<file path="config.mk">
export PLATFORM = sky130hd
export DESIGN_NAME = sram_seq_ctrl
export DESIGN_NICKNAME = d
export VERILOG_FILES = /design/src/rtl/sram_seq_pkg.sv /design/src/rtl/sram_seq_timer.sv /design/src/rtl/sram_seq_dpath.sv /design/src/rtl/sram_seq_fsm.sv /design/src/rtl/sram_seq_ctrl.sv
export SDC_FILE = /design/constraint.sdc
export NUM_CORES = 1
export LEC_CHECK = 0
export ABC_AREA = 1
export BUFFER_PORTS_ARGS = -buffer_cell sky130_fd_sc_hd__buf_2
export CORE_ASPECT_RATIO = 0.75
export CORE_MARGIN = 5
export CORE_UTILIZATION = 46
export CTS_BUF_LIST = sky130_fd_sc_hd__clkbuf_4 sky130_fd_sc_hd__clkbuf_8
export CTS_CLUSTER_SIZE = 16
export DETAILED_ROUTE_END_ITERATION = 8
export GPL_ROUTABILITY_DRIVEN = 0
export GPL_TIMING_DRIVEN = 1
export HOLD_SLACK_MARGIN = 0.1
export PLACE_DENSITY = 0.89
export SLEW_MARGIN = 30
export SYNTH_ARGS = -nofsm -noshare
export SYNTH_HDL_FRONTEND = slang
export SYNTH_HIERARCHICAL = 1
export SYNTH_SLANG_ARGS = --single-unit
</file>
<file path="constraint.sdc">
create_clock -name clk -period 1.6 [get_ports clk]
set_input_delay 0.16 -clock clk [delete_from_list [all_inputs] [get_ports clk]]
set_output_delay 0.16 -clock clk [all_outputs]
set_load 0.05 [all_outputs]
</file>
<file path="src/rtl/sram_seq_pkg.sv">
package sram_seq_pkg;

    typedef enum logic [2:0] {
        ST_IDLE,
        ST_WSET,
        ST_WPUL,
        ST_WHLD,
        ST_RACC
    } seq_state_e;

    typedef struct packed {
        seq_state_e st;
        logic       ce_on;
        logic       we_on;
        logic       oe_on;
        logic       drv;
        logic       done;
    } ctl_s;

    function automatic int ns_to_cyc(input int ns, input int clk_ns);
        return (ns + clk_ns - 1) / clk_ns;
    endfunction

    function automatic int imax(input int a, input int b);
        return (a > b) ? a : b;
    endfunction

endpackage

</file>
<file path="src/rtl/sram_seq_timer.sv">
module sram_seq_timer #(
    parameter int CW = 4
) (
    input  logic          clk,
    input  logic          rst_n,
    input  logic          load,
    input  logic [CW-1:0] load_val,
    output logic          expired
);
    logic [CW-1:0] cnt_d, cnt_q;

    always_comb begin
        cnt_d = cnt_q;
        if (load)
            cnt_d = load_val;
        else if (cnt_q != '0)
            cnt_d = cnt_q - 1'b1;
    end

    always_ff @(posedge clk or negedge rst_n) begin
        if (!rst_n) cnt_q <= '0;
        else        cnt_q <= cnt_d;
    end

    assign expired = (cnt_q == '0);

endmodule

</file>
<file path="src/rtl/sram_seq_dpath.sv">
module sram_seq_dpath #(
    parameter int AW = 13,
    parameter int DW = 8
) (
    input  logic          clk,
    input  logic          rst_n,
    input  logic          cmd_load,
    input  logic          rd_cap,
    input  logic [AW-1:0] req_addr,
    input  logic [DW-1:0] req_wdata,
    input  logic [DW-1:0] dq_in,
    output logic [AW-1:0] mem_addr,
    output logic [DW-1:0] dq_out,
    output logic [DW-1:0] rd_data
);
    typedef struct packed {
        logic [AW-1:0] addr;
        logic [DW-1:0] wd;
        logic [DW-1:0] rd;
    } dp_s;

    dp_s dp_d, dp_q;

    always_comb begin
        dp_d = dp_q;
        if (cmd_load) begin
            dp_d.addr = req_addr;
            dp_d.wd   = req_wdata;
        end
        if (rd_cap)
            dp_d.rd = dq_in;
    end

    always_ff @(posedge clk or negedge rst_n) begin
        if (!rst_n) dp_q <= '0;
        else        dp_q <= dp_d;
    end

    assign mem_addr = dp_q.addr;
    assign dq_out   = dp_q.wd;
    assign rd_data  = dp_q.rd;

endmodule

</file>
<file path="src/rtl/sram_seq_fsm.sv">
module sram_seq_fsm
    import sram_seq_pkg::*;
#(
    parameter int CW      = 4,
    parameter int HZ_CYC  = 1,
    parameter int WP_CYC  = 3,
    parameter int HLD_CYC = 1,
    parameter int ACC_CYC = 4
) (
    input  logic          clk,
    input  logic          rst_n,
    input  logic          req,
    input  logic          req_wr,
    input  logic          tmr_zero,
    output logic          tmr_load,
    output logic [CW-1:0] tmr_val,
    output logic          cmd_load,
    output logic          rd_cap,
    output ctl_s          ctl
);
    localparam logic [CW-1:0] HZ_L  = CW'(HZ_CYC - 1);
    localparam logic [CW-1:0] WP_L  = CW'(WP_CYC - 1);
    localparam logic [CW-1:0] HLD_L = CW'(HLD_CYC - 1);
    localparam logic [CW-1:0] ACC_L = CW'(ACC_CYC - 1);

    ctl_s ctl_d, ctl_q;

    always_comb begin
        ctl_d      = ctl_q;
        ctl_d.done = 1'b0;
        tmr_load   = 1'b0;
        tmr_val    = '0;
        cmd_load   = 1'b0;
        rd_cap     = 1'b0;
        unique case (ctl_q.st)
            ST_IDLE: begin
                if (req) begin
                    cmd_load    = 1'b1;
                    tmr_load    = 1'b1;
                    ctl_d.ce_on = 1'b1;
                    if (req_wr) begin
                        ctl_d.st = ST_WSET;
                        tmr_val  = HZ_L;
                    end else begin
                        ctl_d.st    = ST_RACC;
                        ctl_d.oe_on = 1'b1;
                        tmr_val     = ACC_L;
                    end
                end
            end
            ST_WSET: begin
                if (tmr_zero) begin
                    ctl_d.st    = ST_WPUL;
                    ctl_d.we_on = 1'b1;
                    ctl_d.drv   = 1'b1;
                    tmr_load    = 1'b1;
                    tmr_val     = WP_L;
                end
            end
            ST_WPUL: begin
                if (tmr_zero) begin
                    ctl_d.st    = ST_WHLD;
                    ctl_d.we_on = 1'b0;
                    tmr_load    = 1'b1;
                    tmr_val     = HLD_L;
                end
            end
            ST_WHLD: begin
                if (tmr_zero) begin
                    ctl_d.st    = ST_IDLE;
                    ctl_d.ce_on = 1'b0;
                    ctl_d.drv   = 1'b0;
                    ctl_d.done  = 1'b1;
                end
            end
            ST_RACC: begin
                if (tmr_zero) begin
                    ctl_d.st    = ST_IDLE;
                    ctl_d.ce_on = 1'b0;
                    ctl_d.oe_on = 1'b0;
                    ctl_d.done  = 1'b1;
                    rd_cap      = 1'b1;
                end
            end
            default: ctl_d = '0;
        endcase
    end

    always_ff @(posedge clk or negedge rst_n) begin
        if (!rst_n) ctl_q <= '0;
        else        ctl_q <= ctl_d;
    end

    assign ctl = ctl_q;

    // Length of the current write-strobe pulse, kept for the width check
    logic [CW-1:0] we_lo_q;
    always_ff @(posedge clk or negedge rst_n) begin
        if (!rst_n)           we_lo_q <= '0;
        else if (ctl_q.we_on) we_lo_q <= we_lo_q + 1'b1;
        else                  we_lo_q <= '0;
    end


    we_width_chk: assert property (@(posedge clk) disable iff (!rst_n)
        $fell(ctl_q.we_on) |-> (we_lo_q == CW'(WP_CYC)));


    we_window_chk: assert property (@(posedge clk) disable iff (!rst_n)
        ctl_q.we_on |-> (ctl_q.ce_on && !ctl_q.oe_on && ctl_q.drv));


    no_contend_chk: assert property (@(posedge clk) disable iff (!rst_n)
        ctl_q.drv |-> !ctl_q.oe_on);


    done_pulse_chk: assert property (@(posedge clk) disable iff (!rst_n)
        ctl_q.done |=> !ctl_q.done);

endmodule

</file>
<file path="src/rtl/sram_seq_ctrl.sv">
module sram_seq_ctrl
    import sram_seq_pkg::*;
#(
    parameter int AW         = 13,
    parameter int DW         = 8,
    parameter int CLK_NS     = 20,
    parameter bit FAST_GRADE = 1'b1
) (
    input  logic          clk,
    input  logic          rst_n,
    input  logic          req,
    input  logic          req_wr,
    input  logic [AW-1:0] req_addr,
    input  logic [DW-1:0] req_wdata,
    output logic [DW-1:0] rd_data,
    output logic          busy,
    output logic          done,
    output logic [AW-1:0] mem_addr,
    output logic          mem_cs_n,
    output logic          mem_cs,
    output logic          mem_we_n,
    output logic          mem_oe_n,
    output logic [DW-1:0] dq_out,
    input  logic [DW-1:0] dq_in,
    output logic          dq_oe
);
    localparam int T_WC_NS  = FAST_GRADE ? 80 : 100;
    localparam int T_AW_NS  = FAST_GRADE ? 70 : 80;
    localparam int T_AA_NS  = FAST_GRADE ? 80 : 100;
    localparam int T_WP_NS  = 60;
    localparam int T_DW_NS  = 40;
    localparam int T_OE_NS  = 40;
    localparam int T_OHZ_NS = 20;

    localparam int HZ_CYC  = imax(1, ns_to_cyc(T_OHZ_NS, CLK_NS));
    localparam int WP_CYC  = imax(imax(ns_to_cyc(T_WP_NS, CLK_NS), ns_to_cyc(T_DW_NS, CLK_NS)),
                                  imax(1, ns_to_cyc(T_AW_NS, CLK_NS) - HZ_CYC));
    localparam int HLD_CYC = imax(1, ns_to_cyc(T_WC_NS, CLK_NS) - HZ_CYC - WP_CYC);
    localparam int ACC_CYC = imax(1, imax(ns_to_cyc(T_AA_NS, CLK_NS), ns_to_cyc(T_OE_NS, CLK_NS)));
    localparam int MAX_CYC = imax(imax(HZ_CYC, WP_CYC), imax(HLD_CYC, ACC_CYC));
    localparam int CW      = $clog2(MAX_CYC + 1) + 1;

    logic          tmr_zero, tmr_load, cmd_load, rd_cap;
    logic [CW-1:0] tmr_val;
    ctl_s          ctl;

    sram_seq_fsm #(
        .CW(CW), .HZ_CYC(HZ_CYC), .WP_CYC(WP_CYC),
        .HLD_CYC(HLD_CYC), .ACC_CYC(ACC_CYC)
    ) u_fsm (
        .clk(clk), .rst_n(rst_n), .req(req), .req_wr(req_wr),
        .tmr_zero(tmr_zero), .tmr_load(tmr_load), .tmr_val(tmr_val),
        .cmd_load(cmd_load), .rd_cap(rd_cap), .ctl(ctl)
    );

    sram_seq_timer #(.CW(CW)) u_tmr (
        .clk(clk), .rst_n(rst_n), .load(tmr_load),
        .load_val(tmr_val), .expired(tmr_zero)
    );

    sram_seq_dpath #(.AW(AW), .DW(DW)) u_dp (
        .clk(clk), .rst_n(rst_n), .cmd_load(cmd_load), .rd_cap(rd_cap),
        .req_addr(req_addr), .req_wdata(req_wdata), .dq_in(dq_in),
        .mem_addr(mem_addr), .dq_out(dq_out), .rd_data(rd_data)
    );

    assign busy     = (ctl.st != ST_IDLE);
    assign done     = ctl.done;
    assign mem_cs_n = ~ctl.ce_on;
    assign mem_cs   = ctl.ce_on;
    assign mem_we_n = ~ctl.we_on;
    assign mem_oe_n = ~ctl.oe_on;
    assign dq_oe    = ctl.drv;


    cs_track_chk: assert property (@(posedge clk) disable iff (!rst_n)
        (!mem_cs_n && mem_cs) == busy);


    data_hold_chk: assert property (@(posedge clk) disable iff (!rst_n)
        $rose(mem_we_n) |-> dq_oe);


    addr_locked_chk: assert property (@(posedge clk) disable iff (!rst_n)
        busy |=> $stable(mem_addr) && $stable(dq_out));


    read_we_chk: assert property (@(posedge clk) disable iff (!rst_n)
        !mem_oe_n |-> (mem_we_n && !dq_oe && !mem_cs_n));

endmodule

</file>
==> run metrics <==
initial antenna violation count=0; Syn-to-layout area delta=46.7%; Reg-to-Reg Start=u_tmr/cnt_q[0]$_DFFE_PN0P_; num rows=20; status=finished clean; CP startpoint=u_tmr/cnt_q[0]$_DFFE_PN0P_; I/O pin count=69; MaxCap Viol Count=0; vias per std cell=4.67; CTS tree=yes; Die W=83.3 µm; gr usage total=between 10% and 20%; share of layout cells above drive strength 1=31.6%; Worst-path clk slew=roughly 0.070 ns; period utilization=93.1%; post-synthesis register bit count=between 40 and 50; CP bufs+invs=4; root buffer cell=clkbuf_8; Fmax=between 600 and 700 MHz; CP Capture Type=flop; peak supply drop=around 1200 µV; Port Buf Inserts=68; Synth Area in Compound Gates=around 2.4%; Slew headroom=about three fifths; clock sinks=around 40; Req. time, crit path=between 1.5 and 2 ns; Initial Util=a little under half; Ys Warns=6; most frequent cells in the layout=117 x nand2_1, 68 x buf_2, 39 x dfrtp_1; CP delay by family, top=simple AND/OR/NAND/NOR gates; Synth Area in XOR/XNOR=less than 1%; clock buffer depth=2; NumNets Final=between 300 and 400; min-delay src=req; commonest non-fill, non-tap cell in the layout=nand2_1; Min-Delay Path Class=in2reg; Synth Area in Adders=0.675%; H-tree levels=2; die area=5410 µm²; Synth Area in Simple Gates=between 30% and 40%; DRT iter0 DRCs=205; largest net degree at the start of global routing=27; Core Area=3980 µm²; post-synth cell types=23; DRT antenna net count=0; crit-path most repeated cell=nand2_1; Syn Area/Cell=slightly above 8 µm²; first-pass GRT wire length=8.18 mm; Clock Skew=between 0.01 and 0.015 ns; CP Launch Type=flop; WL final=~4.8 mm; Arr. time, crit path=approximately 1.7 ns; Remaining DRCs=0; number of global-route vias before repair=roughly 1800; CP max FO=7; Synth top area share=55.4%; clock buffer count from CTS=5; clock insertion delay at the later pin of the skew report=between 0.2 and 0.3 ns; Slew Limit Fails=0; placed cell count=roughly 350; Slew @ Worst Pin=between 0.5 and 0.6 ns; critical-path cell list=inv_1, ha_1, nand2_1, inv_2, nand2_1, nand2_2, inv_1, nand2_1, inv_1, nand2_1, nand2_1; register area share after synthesis=a little under three fifths; wire per inst=~12 µm; Finished Layout Cells=390; Hold Fails Final Rpt=0; Synth Cell Area=around 1900 µm²; Power Dens Cells=2410 nW/µm²; worst setup margin=~0.11 ns; TritonRoute pass-1 iters=4; synthesized instance count=between 200 and 250; GRT overflow=0; largest family of logic cells by synthesized area=simple AND/OR/NAND/NOR gates; Crit-path slowest cell=dfrtp_1; hold_ws=0.242 ns; CP Class=reg2reg; Leak=~1.5 nW; Power, Total=approximately 6.6 mW; ANT cells=0; Max stage delay on crit path=0.37 ns; die height=65.0 µm; mux contribution to synthesized area=0%; post-DP HPWL=3.13 mm; total number of vias=approximately 1800; final setup fails=0; post-synth top area cell=dfrtp_1; pre-CTS WS=-0.0861 ns; Area contributors post-synth=dfrtp_1 55%, nand2_1 24%, inv_1 3.0%, nand3_1 2.2%, o21ai_0 2.2%; post-layout util=68.3%; min cycle time layout=~1.5 ns
final timing paths:
path / slack (ns) / cells after the start / endpoint
setup / recovery: 0.11 / 11 / u_tmr/cnt_q[3]$_DFFE_PN0P_
hold / removal: 0.24 / 3 / u_fsm/ctl[7]$_DFFE_PN0P_
setup reg to reg: 0.11 / 11 / u_tmr/cnt_q[3]$_DFFE_PN0P_
hold reg to reg: 0.47 / 2 / u_dp/mem_addr[7]$_DFFE_PN0P_
max in group asynchronous: 0.54 / 3 / u_fsm/ctl[6]$_DFFE_PN0P_
min in group asynchronous: 0.40 / 2 / u_dp/dq_out[4]$_DFFE_PN0P_
worst register-to-register path, cell delays in order (launching register included):
cell,delay [ns]
dfrtp_1,0.37
inv_1,0.10
ha_1,0.19
nand2_1,0.09
inv_2,0.10
nand2_1,0.10
nand2_2,0.13
inv_1,0.08
nand2_1,0.09
inv_1,0.05
nand2_1,0.06
nand2_1,0.05
kinds of logic after synthesis:
logic type | count (synthesis)
simple gates | 147
flops | 41
buf+inv | 27
compound gates | 9
xor+xnor | 1
fa+ha+maj | 1
other cells | 1
power by group:
part	switching, mW	internal [mW]	total (mW)
Combinational	2.89	1.03	3.92
Clock	0.314	0.453	0.767
Sequential	0.321	1.55	1.87
Total	3.53	3.03	6.56
through the flow:
| step | cell area (µm²) | setup TNS (ns) |
|---|---|---|
| 5_1_grt | 2720 | -0.0496 |
| 4_1_cts | 2650 | 0 |
| 2_1_floorplan | 1860 | 0 |
| 6_report | 2720 | 0 |
| 3_3_place_gp | 2230 | 0 |
| 3_5_place_dp | 2230 | -1.15 |
layer usage:
layer	part of all wire [%]	vias up	global-route usage (%)
met5	0	-	0
met4	0.77	0	4.90
met3	7.7	6	6.48
met2	49	74	31.7
met1	43	833	23.0
li1	-	908	-
timing repair:
action | CTS | global route
gates resized for setup | 4 | 13
pin swaps | 0 | 2
hold endpoints to repair | 54 | 0
endpoints found under the setup margin | 29 | 33
hold buffers | 30 | 0
buffers inserted | 0 | 5
registers in the layout, summed over array words and instances, names as in the netlist:
name and count:
u_dp/mem_addr 13, u_fsm/ctl 8, u_dp/rd_data 8, u_tmr/cnt_q 4, u_dp/dq_out 8
Yosys cell counts:
| cell | count |
|---|---|
| nand2_1 | 119 |
| dfrtp_1 | 41 |
| inv_1 | 15 |
| nand3_1 | 8 |
| o21ai_0 | 8 |
| nor2_1 | 6 |
| buf_4 | 5 |
| buf_6 | 3 |
| inv_2 | 3 |
| nand4_1 | 3 |
| nand2_2 | 2 |
| nand3_2 | 2 |
| nor2_2 | 2 |
| clkinv_2 | 1 |
| conb_1 | 1 |
| ha_1 | 1 |
| nand2_4 | 1 |
| nand3b_1 | 1 |
| nor3_1 | 1 |
| nor3_2 | 1 |
| nor4_1 | 1 |
| o21ai_1 | 1 |
| xnor2_1 | 1 |
cell type report:
| class | count | area (µm²) |
|---|---|---|
| repair buffers | 108 | 727 |
| flip-flops and latches | 41 | 1030 |
| clock inverters | 2 | 35.0 |
| clock buffers | 5 | 68.8 |
| inverters | 19 | 80.1 |
| multi-input cells | 160 | 709 |
| fillers | 293 | 1260 |
| well taps | 55 | 68.8 |
No activity file was read; power rests on OpenSTA's default activity.
